`config.mk`:
```
export PLATFORM = sky130hd
export DESIGN_NAME = dram_cbr_refresh_seq
export DESIGN_NICKNAME = d
export VERILOG_FILES = /design/src/rtl/dram_cbr_refresh_seq.sv
export SDC_FILE = /design/constraint.sdc
export NUM_CORES = 1
export LEC_CHECK = 0
export ABC_AREA = 1
export BUFFER_PORTS_ARGS = -buffer_cell sky130_fd_sc_hd__buf_2
export CAP_MARGIN = 10
export CORE_MARGIN = 10
export CORE_UTILIZATION = 50
export DETAILED_ROUTE_END_ITERATION = 16
export PLACE_DENSITY_LB_ADDON = 0.2
export SLEW_MARGIN = 20
export SYNTH_ARGS = -nofsm -noshare
export SYNTH_HDL_FRONTEND = slang
export SYNTH_SLANG_ARGS = --single-unit
```
`constraint.sdc`:
```
create_clock -name clk -period 2.9 [get_ports clk]
set_input_delay 0.58 -clock clk [delete_from_list [all_inputs] [get_ports clk]]
set_output_delay 0.58 -clock clk [all_outputs]
set_load 0.05 [all_outputs]
```
`src/rtl/dram_cbr_refresh_seq.sv`:
```
module dram_cbr_refresh_seq #(
  parameter int unsigned INIT_WAIT_CYC        = 10000,
  parameter int unsigned INIT_REFRESHES       = 8,
  parameter int unsigned REFRESH_INTERVAL_CYC = 780,
  parameter int unsigned CAS_LEAD_CYC         = 1,
  parameter int unsigned RAS_LOW_CYC          = 3,
  parameter int unsigned PRECH_CYC            = 2,
  parameter int unsigned MAX_OWED             = 8
) (
  input  logic clk,
  input  logic rst_n,
  input  logic ref_gnt,
  output logic ref_req,
  output logic ras_n,
  output logic cas_n,
  output logic we_n,
  output logic mem_ready
);
  localparam int unsigned SEQ_MAX = (RAS_LOW_CYC > CAS_LEAD_CYC) ?
                                    ((RAS_LOW_CYC > PRECH_CYC) ? RAS_LOW_CYC : PRECH_CYC) :
                                    ((CAS_LEAD_CYC > PRECH_CYC) ? CAS_LEAD_CYC : PRECH_CYC);
  localparam int unsigned CNT_MAX = (INIT_WAIT_CYC > SEQ_MAX) ? INIT_WAIT_CYC : SEQ_MAX;
  localparam int unsigned CW = $clog2(CNT_MAX + 1);
  localparam int unsigned TW = $clog2(REFRESH_INTERVAL_CYC + 1);
  localparam int unsigned OW = $clog2(MAX_OWED + 1);

  typedef enum logic [2:0] {S_PWR, S_IDLE, S_LEAD, S_STROBE, S_PRECH} st_t;

  st_t           state;
  logic [CW-1:0] cnt;
  logic [TW-1:0] tmr;
  logic [OW-1:0] owed;
  logic [OW:0]   owed_sum;
  logic [OW-1:0] owed_nx;
  logic          rdy;

  wire tick = rdy && (tmr == TW'(REFRESH_INTERVAL_CYC - 1));
  wire done = (state == S_PRECH) && (cnt == CW'(PRECH_CYC - 1));
  wire busy = (state == S_LEAD) || (state == S_STROBE) || (state == S_PRECH);

  always_comb begin
    owed_sum = {1'b0, owed} + {{OW{1'b0}}, tick} - {{OW{1'b0}}, done};
    if (owed_sum > (OW+1)'(MAX_OWED)) owed_nx = OW'(MAX_OWED);
    else                              owed_nx = owed_sum[OW-1:0];
  end

  always_ff @(posedge clk) begin
    if (!rst_n) begin
      state <= S_PWR;
      cnt   <= '0;
      tmr   <= '0;
      owed  <= '0;
      rdy   <= 1'b0;
    end else begin
      tmr  <= (!rdy || tick) ? '0 : tmr + 1'b1;
      owed <= owed_nx;
      unique case (state)
        S_PWR:
          if (cnt == CW'(INIT_WAIT_CYC - 1)) begin
            state <= S_IDLE;
            cnt   <= '0;
            owed  <= OW'(INIT_REFRESHES);
          end else cnt <= cnt + 1'b1;
        S_IDLE:
          if (owed != '0 && ref_gnt) begin
            state <= S_LEAD;
            cnt   <= '0;
          end
        S_LEAD:
          if (cnt == CW'(CAS_LEAD_CYC - 1)) begin
            state <= S_STROBE;
            cnt   <= '0;
          end else cnt <= cnt + 1'b1;
        S_STROBE:
          if (cnt == CW'(RAS_LOW_CYC - 1)) begin
            state <= S_PRECH;
            cnt   <= '0;
          end else cnt <= cnt + 1'b1;
        S_PRECH:
          if (done) begin
            cnt <= '0;
            if (!rdy && owed == OW'(1)) rdy <= 1'b1;
            state <= (owed_nx != '0 && ref_gnt) ? S_LEAD : S_IDLE;
          end else cnt <= cnt + 1'b1;
        default: state <= S_PWR;
      endcase
    end
  end

  assign ref_req   = (owed != '0) || busy;
  assign cas_n     = !((state == S_LEAD) || (state == S_STROBE));
  assign ras_n     = (state != S_STROBE);
  assign we_n      = 1'b1;
  assign mem_ready = rdy;
endmodule

```
==> results of run 1 <==
==> cells in the mapped netlist, types with 3 or more instances <==
library cell | n | share of area [%]
sky130_fd_sc_hd__inv_2 | 4 | 0.76
sky130_fd_sc_hd__nor2_1 | 31 | 5.9
sky130_fd_sc_hd__o21ai_0 | 9 | 2.3
sky130_fd_sc_hd__nand2_2 | 3 | 0.94
sky130_fd_sc_hd__nor3b_1 | 4 | 1.5
sky130_fd_sc_hd__nor3_1 | 11 | 2.8
sky130_fd_sc_hd__inv_1 | 39 | 7.4
sky130_fd_sc_hd__xor2_1 | 5 | 2.2
sky130_fd_sc_hd__ha_1 | 11 | 6.9
sky130_fd_sc_hd__nand2_1 | 61 | 12
sky130_fd_sc_hd__nor2_2 | 13 | 4.1
sky130_fd_sc_hd__nor4_1 | 4 | 1.3
sky130_fd_sc_hd__nand4_1 | 4 | 1.3
sky130_fd_sc_hd__dfxtp_1 | 32 | 32
sky130_fd_sc_hd__nand3_1 | 18 | 4.5
sky130_fd_sc_hd__a21oi_1 | 13 | 3.3
==> worst paths after layout <==
check / slack, ns / endpoint / startpoint
max: 0.10 / owed[1] / tmr[4]
min: 0.45 / tmr[0] / tmr[0]
max reg2reg: 0.10 / owed[1] / tmr[4]
min reg2reg: 0.45 / tmr[0] / tmr[0]
==> power groups by stage <==
stage          Clock [mW]  Sequential (mW)  Combinational (mW)
3_3_place_gp            0            0.497               0.427
4_1_cts             0.369            0.488               0.431
5_1_grt             0.380            0.493               0.532
6_report            0.355            0.489               0.472
2_1_floorplan           0            0.493               0.361
3_5_place_dp            0            0.497               0.430
==> repair_timing <==
action,in CTS,in global routing
resized for setup,2,15
pin swaps,0,2
setup endpoints to repair,2,6
buffers inserted,0,2
==> cell usage in the layout, fill, tap and decap left out, types with 2 or more instances in the layout <==
cell and count:
sky130_fd_sc_hd__buf_2 6, sky130_fd_sc_hd__a21oi_1 13, sky130_fd_sc_hd__ha_1 10, sky130_fd_sc_hd__nor4_1 2, sky130_fd_sc_hd__nand3_2 2, sky130_fd_sc_hd__inv_1 37
sky130_fd_sc_hd__nand2_1 60, sky130_fd_sc_hd__nor2_1 30, sky130_fd_sc_hd__inv_2 5, sky130_fd_sc_hd__nand3_1 18, sky130_fd_sc_hd__clkinv_2 2, sky130_fd_sc_hd__nand2_2 4
sky130_fd_sc_hd__nor3b_1 3, sky130_fd_sc_hd__nor3_1 7, sky130_fd_sc_hd__buf_4 11, sky130_fd_sc_hd__or2_2 2, sky130_fd_sc_hd__clkbuf_8 6, sky130_fd_sc_hd__dfxtp_1 31
sky130_fd_sc_hd__nand4_1 4, sky130_fd_sc_hd__xor2_1 5, sky130_fd_sc_hd__o21ai_0 8, sky130_fd_sc_hd__nor2_2 14, sky130_fd_sc_hd__nor3_2 5, sky130_fd_sc_hd__nor4_2 3
==> sequential cells by signal, indices dropped and copies added (netlist names) <==
register   count
cnt           14
tmr           10
owed           4
state          3
mem_ready      1
==> through the flow <==
stage          instance area, um2  setup WS (ns)  hold WS [ns]  utilization (%)  cells
2_1_floorplan                1987         0.1484        0.4175                -    285
3_3_place_gp                 2100        0.08587        0.4332            56.08    343
3_5_place_dp                 2100       0.009726        0.4394            56.08    343
4_1_cts                      2203        0.02212        0.4530            58.86    351
5_1_grt                      2262        -0.1517        0.4683            60.43    353
6_report                     2262         0.1005        0.4497            60.43    353
==> metal layers <==
metal	share of wire (%)	global-route usage, %
met1	47	14.60
met2	48	19.76
met3	3.2	3.125
met4	1.5	4.154
met5	0	0
==> logic make-up (layout without fill, tap and decap cells) <==
| kind of cell | after synthesis | after routing |
|---|---|---|
| AO/OA/AOI/OAI | 26 | 26 |
| AND/OR/NAND/NOR | 160 | 160 |
| buffers and inverters | 48 | 68 |
| other | 1 | 1 |
| XOR/XNOR | 6 | 6 |
| flip-flops | 32 | 32 |
| adder cells (fa/ha/maj) | 12 | 12 |
==> cell type report <==
| type | instances | area (um2) | area share (%) |
|---|---|---|---|
| clock inverter | 2 | 10.01 | 0.4425 |
| timing repair buffer | 17 | 112.6 | 4.978 |
| inverter | 43 | 163.9 | 7.246 |
| clock buffer | 6 | 82.58 | 3.650 |
| multi-input combinational | 205 | 1191 | 52.65 |
| tap | 48 | 60.06 | 2.655 |
| sequential | 32 | 641.9 | 28.37 |
==> reports/metrics.json, run 1 <==
{
  "status": "completed",
  "io-pin-count": 8,
  "syn_nets": 300,
  "rsz0062_at_grt": "true",
  "number_of_antenna_violations_at_the_first_check_in_global_routing": 0,
  "worst-endpoint-arrival_ns": 2.98,
  "drt-initial-drc-count": 83,
  "critical_path_cell_count": 18,
  "asyncSetResetFlopFracSynth_pct": 0,
  "cap_violations": 0,
  "place_hpwl_um": 3083,
  "filler_cell_count": 363,
  "starting_density_pct": 53.07,
  "worst_skew_pair.late_latency_ns": 0.28,
  "maxSlewViolCount": 0,
  "synth-compound-area-share_pct": 7.116,
  "post_synth_and_or_nand_nor_area_fraction_pct": 39.48,
  "routed_via_density": 5.108,
  "detail_route.wirelength_um": 4135,
  "vias_after_detailed_routing": 1803,
  "finalWeightedCongestion": 0.8638,
  "setup-tns-final_ns": 0,
  "switching_power_uw": 496.7,
  "grt_start_max_net_pins": 14,
  "routed_wire_length_per_instance_um": 11.71,
  "yosys-mux-area-fraction_pct": 0,
  "fraction_of_layout_cells_with_a_size_suffix_above_1_pct": 23.28,
  "synth-adder-area-share_pct": 7.935,
  "worst_path_max_delay_cell": "sky130_fd_sc_hd__dfxtp_1",
  "path_delay_family": "simple AND/OR/NAND/NOR gates",
  "power_frac_comb_pct": 35.9,
  "number_of_global_route_vias_before_repair": 1703,
  "cpMostUsedCell": "sky130_fd_sc_hd__nand2_1",
  "cts_buffer_depth": 2,
  "hold_path.class": "reg2reg",
  "design.core.area_um2": 3744,
  "crit_path_max_incr_delay_ns": 0.34,
  "pwr_total_mw": 1.316,
  "cts-root-buf": "sky130_fd_sc_hd__clkbuf_8",
  "syn_area_um2": 1987,
  "cp-start-kind": "register",
  "synth_area_per_cell_um2": 6.972,
  "first_pass_grt_wire_length_um": 7251,
  "clock_tree_from_tritoncts": "yes",
  "ys.flop_type": "sky130_fd_sc_hd__dfxtp_1",
  "critical_path_buf_inv_count": 4,
  "timing.final.crit_share_pct": 96.54,
  "post-route-min-period_ns": 2.800,
  "critical_path_peak_fanout": 3,
  "clock_group_share_of_total_power_pct": 27.0,
  "chipHeight_um": 83.04,
  "p_sw_share_pct": 37.75,
  "p_leak_nw": 0.9027,
  "crit_required_ns": 3.08,
  "syn_inst": 285,
  "cts-buffers-inserted": 5,
  "dieArea_um2": 6896,
  "clock-skew-final_ns": 0.002527,
  "synth_cell_types": 35,
  "cells_along_the_critical_path": "nor4_2 -> nand3_1 -> nor3_2 -> nand2_1 -> ha_1 -> inv_1 -> ha_2 -> inv_2 -> fa_2 -> nand3b_1 -> nand2_1 -> nand2_1 -> nand2_2 -> nor2_2 -> buf_4 -> inv_4 -> o21ai_2 -> nor3b_2",
  "antenna_diode_count": 0,
  "ys_seq_area_share_pct": 32.24,
  "port_buffers": 6,
  "holdBufCountCts": 0,
  "share_seq_of_total_power_pct": 37.1,
  "die_width_um": 83.04,
  "global_route.overflow_total": 0,
  "drc": 0,
  "power.ir.vdd_worst_v": 0.0004206,
  "ys_warn_count": 0,
  "antenna_violation_net_count_after_detailed_routing": 0,
  "row_count": 22,
  "synth_edf_count": 0,
  "fmaxAchievable_ghz": 0.3572,
  "total_count_of_hold_check_failures_in_the_final_report": 0,
  "critical_path.endpoint_type": "register",
  "cts_sink_count": 32,
  "r2r.worst_path.cells": 18,
  "setup_viol": 0,
  "synth_seq_cells": 32,
  "power_density_nw_per_um2": 581.6,
  "htreeDepth": 2,
  "final_nets": 319,
  "areaGrowthSynthToFinish_pct": 13.85,
  "synth_top_family_by_area": "simple AND/OR/NAND/NOR gates",
  "global_route.usage.total_pct": 11.99,
  "p_int_uw": 819.1,
  "worst_setup_hold_path_clk_slew_ns": 0.07,
  "detailedRoute.firstPassIterationCount": 4,
  "synthXorXnorAreaFrac_pct": 2.645,
  "timing.setup.critical_path_class": "reg2reg",
  "worst_hold_path_cell_count": 1
}
(Power assumes the default switching activity.)
==> inputs of run 2 (changes only) <==
- CORE_ASPECT_RATIO: default -> 0.5
- SETUP_SLACK_MARGIN: default -> 0.4
==> run 2 against run 1 <==
Compared with the run above:
- hold slack barely moved
- first-iteration DRC count rose by 7.2%
- sequential power rose by 2%
==> reports/metrics.json, run 2 (same netlist as run 1, synthesis figures left out) <==
{
  "global_route.usage.total_pct": 12.19,
  "global_route.overflow_total": 0,
  "worst_setup_hold_path_clk_slew_ns": 0.07,
  "final_nets": 316,
  "p_leak_nw": 0.9082,
  "maxSlewViolCount": 0,
  "areaGrowthSynthToFinish_pct": 15.68,
  "dieArea_um2": 7048,
  "port_buffers": 6,
  "place_hpwl_um": 3035,
  "design.core.area_um2": 3864,
  "critical_path_peak_fanout": 3,
  "max_ffs_per_register": 14,
  "timing.final.crit_share_pct": 98.26,
  "dpl_worst_slack_ns": 0.07362,
  "chipHeight_um": 64.58,
  "largest_registers": "cnt: 14 flops, tmr: 10 flops, owed: 4 flops",
  "filler_cell_count": 345,
  "io-pin-count": 8,
  "setup-tns-final_ns": 0,
  "cts_sink_count": 32,
  "rsz0062_at_grt": "true",
  "number_of_global_route_vias_before_repair": 1556,
  "cts-buffers-inserted": 5,
  "cap_violations": 0,
  "worstMarginPinSlew_ns": 0.4880,
  "critical_path.endpoint_type": "register",
  "number_of_antenna_violations_at_the_first_check_in_global_routing": 0,
  "routed_via_density": 4.952,
  "status": "completed",
  "clock-skew-final_ns": 0.006868,
  "starting_density_pct": 51.42,
  "drt-initial-drc-count": 89,
  "detailedRoute.firstPassIterationCount": 4,
  "power.ir.vdd_worst_v": 0.0002475,
  "fraction_of_layout_cells_with_a_size_suffix_above_1_pct": 25.50,
  "timing.setup.critical_path_class": "reg2reg",
  "antenna_diode_count": 0,
  "worst-endpoint-arrival_ns": 3.03,
  "fmaxAchievable_ghz": 0.3509,
  "vias_after_detailed_routing": 1763,
  "largest-register": "cnt",
  "antenna_violation_net_count_after_detailed_routing": 0,
  "crit_required_ns": 3.08,
  "timing.final.ws_setup_ns": 0.05044,
  "timing.slew.headroom_pct": 67.17,
  "post-route-min-period_ns": 2.850,
  "pwr_total_mw": 1.398,
  "grt_start_max_net_pins": 14,
  "total_count_of_hold_check_failures_in_the_final_report": 0,
  "clock_tree_from_tritoncts": "yes",
  "routed_wire_length_per_instance_um": 11.56,
  "most-common-layout-cells": "sky130_fd_sc_hd__nand2_1, sky130_fd_sc_hd__inv_1, sky130_fd_sc_hd__nor2_1, sky130_fd_sc_hd__dfxtp_1, sky130_fd_sc_hd__nand3_1",
  "die_width_um": 109.2,
  "row_count": 16,
  "cts-root-buf": "sky130_fd_sc_hd__clkbuf_8",
  "worst_skew_pair.late_latency_ns": 0.29,
  "final_core_util_pct": 59.49,
  "cp-start-kind": "register",
  "setup_viol": 0,
  "cts_buffer_depth": 2,
  "most_common_library_cell_in_the_layout_ignoring_fill_and_taps": "sky130_fd_sc_hd__nand2_1",
  "drc": 0,
  "first_pass_grt_wire_length_um": 6982,
  "finalWeightedCongestion": 0.8610,
  "power_density_nw_per_um2": 608.1,
  "hold_path.class": "reg2reg",
  "htreeDepth": 2,
  "detail_route.wirelength_um": 4117
}
==> run 2: changes by cell type in the layout (fill, tap and decap cells not counted), sizes merged <==
cell,previous run,this run
buf,17,14
bufinv,0,1
clkinv,2,1
==> run 2: worst paths after layout <==
path | slack (ns) | start | cells after the start | to
worst max register to register | 0.05 | cnt[11] | 19 | state[1]
worst max-delay path | 0.05 | cnt[11] | 19 | state[1]
worst min-delay path | 0.45 | tmr[0] | 1 | tmr[0]
worst min register to register | 0.45 | tmr[0] | 1 | tmr[0]
==> run 2: area by class of cell <==
| cell class | count | area [um2] | area share [%] |
|---|---|---|---|
| clock inverters | 2 | 35.03 | 1.524 |
| clock buffers | 6 | 72.57 | 3.157 |
| flip-flops and latches | 32 | 644.4 | 28.03 |
| repair buffers | 14 | 90.09 | 3.919 |
| well taps | 54 | 67.56 | 2.940 |
| multi-input cells | 205 | 1227 | 53.40 |
| inverters | 43 | 161.4 | 7.022 |
==> run 2: through the flow <==
step	cell area, um2	instances	hold slack [ns]
3_5_place_dp	2110	345	0.4410
2_1_floorplan	2022	285	0.4175
4_1_cts	2230	353	0.4511
3_3_place_gp	2110	345	0.4313
6_report	2298	356	0.4493
5_1_grt	2298	356	0.4784
==> run 2: report_power, final <==
part	internal [mW]	switching, mW	leakage, nW
logic	0.163	0.311	0.593
registers	0.466	0.0312	0.260
clock network	0.255	0.171	0.0552
total	0.884	0.514	0.908
==> run 2: layer usage <==
metal  GRT usage, %  share of wire (%)  vias to the layer above  routed length (um)
li1               -                  -                      941                   -
met3          4.043                4.9                        4                 202
met2          18.38                 44                       33                1799
met4          6.046                1.0                        0                  42
met1          15.26                 50                      785                2073
met5              0                  0                        -                   0
==> run 2: worst max-delay path, cell delays in order (launching register included) <==
cell and delay (ns):
sky130_fd_sc_hd__dfxtp_2 0.34, sky130_fd_sc_hd__inv_2 0.09, sky130_fd_sc_hd__nand2_4 0.07, sky130_fd_sc_hd__nor3_4 0.20, sky130_fd_sc_hd__nand3_2 0.12, sky130_fd_sc_hd__nor3_2 0.19, sky130_fd_sc_hd__ha_1 0.25, sky130_fd_sc_hd__inv_1 0.06
sky130_fd_sc_hd__ha_2 0.17, sky130_fd_sc_hd__inv_2 0.04, sky130_fd_sc_hd__fa_2 0.36, sky130_fd_sc_hd__nand3b_1 0.18, sky130_fd_sc_hd__nand3_1 0.11, sky130_fd_sc_hd__nand2_2 0.08, sky130_fd_sc_hd__nor2_4 0.13, sky130_fd_sc_hd__nand4_1 0.11
sky130_fd_sc_hd__nand3_1 0.10, sky130_fd_sc_hd__nand2_1 0.05, sky130_fd_sc_hd__nand2_1 0.05, sky130_fd_sc_hd__a21oi_1 0.05
==> run 2: timing repair <==
action	CTS	global route
hold buffers	0	0
buffers inserted	0	3
resized for setup	3	18
pin swaps	6	12
setup endpoints to repair	6	6
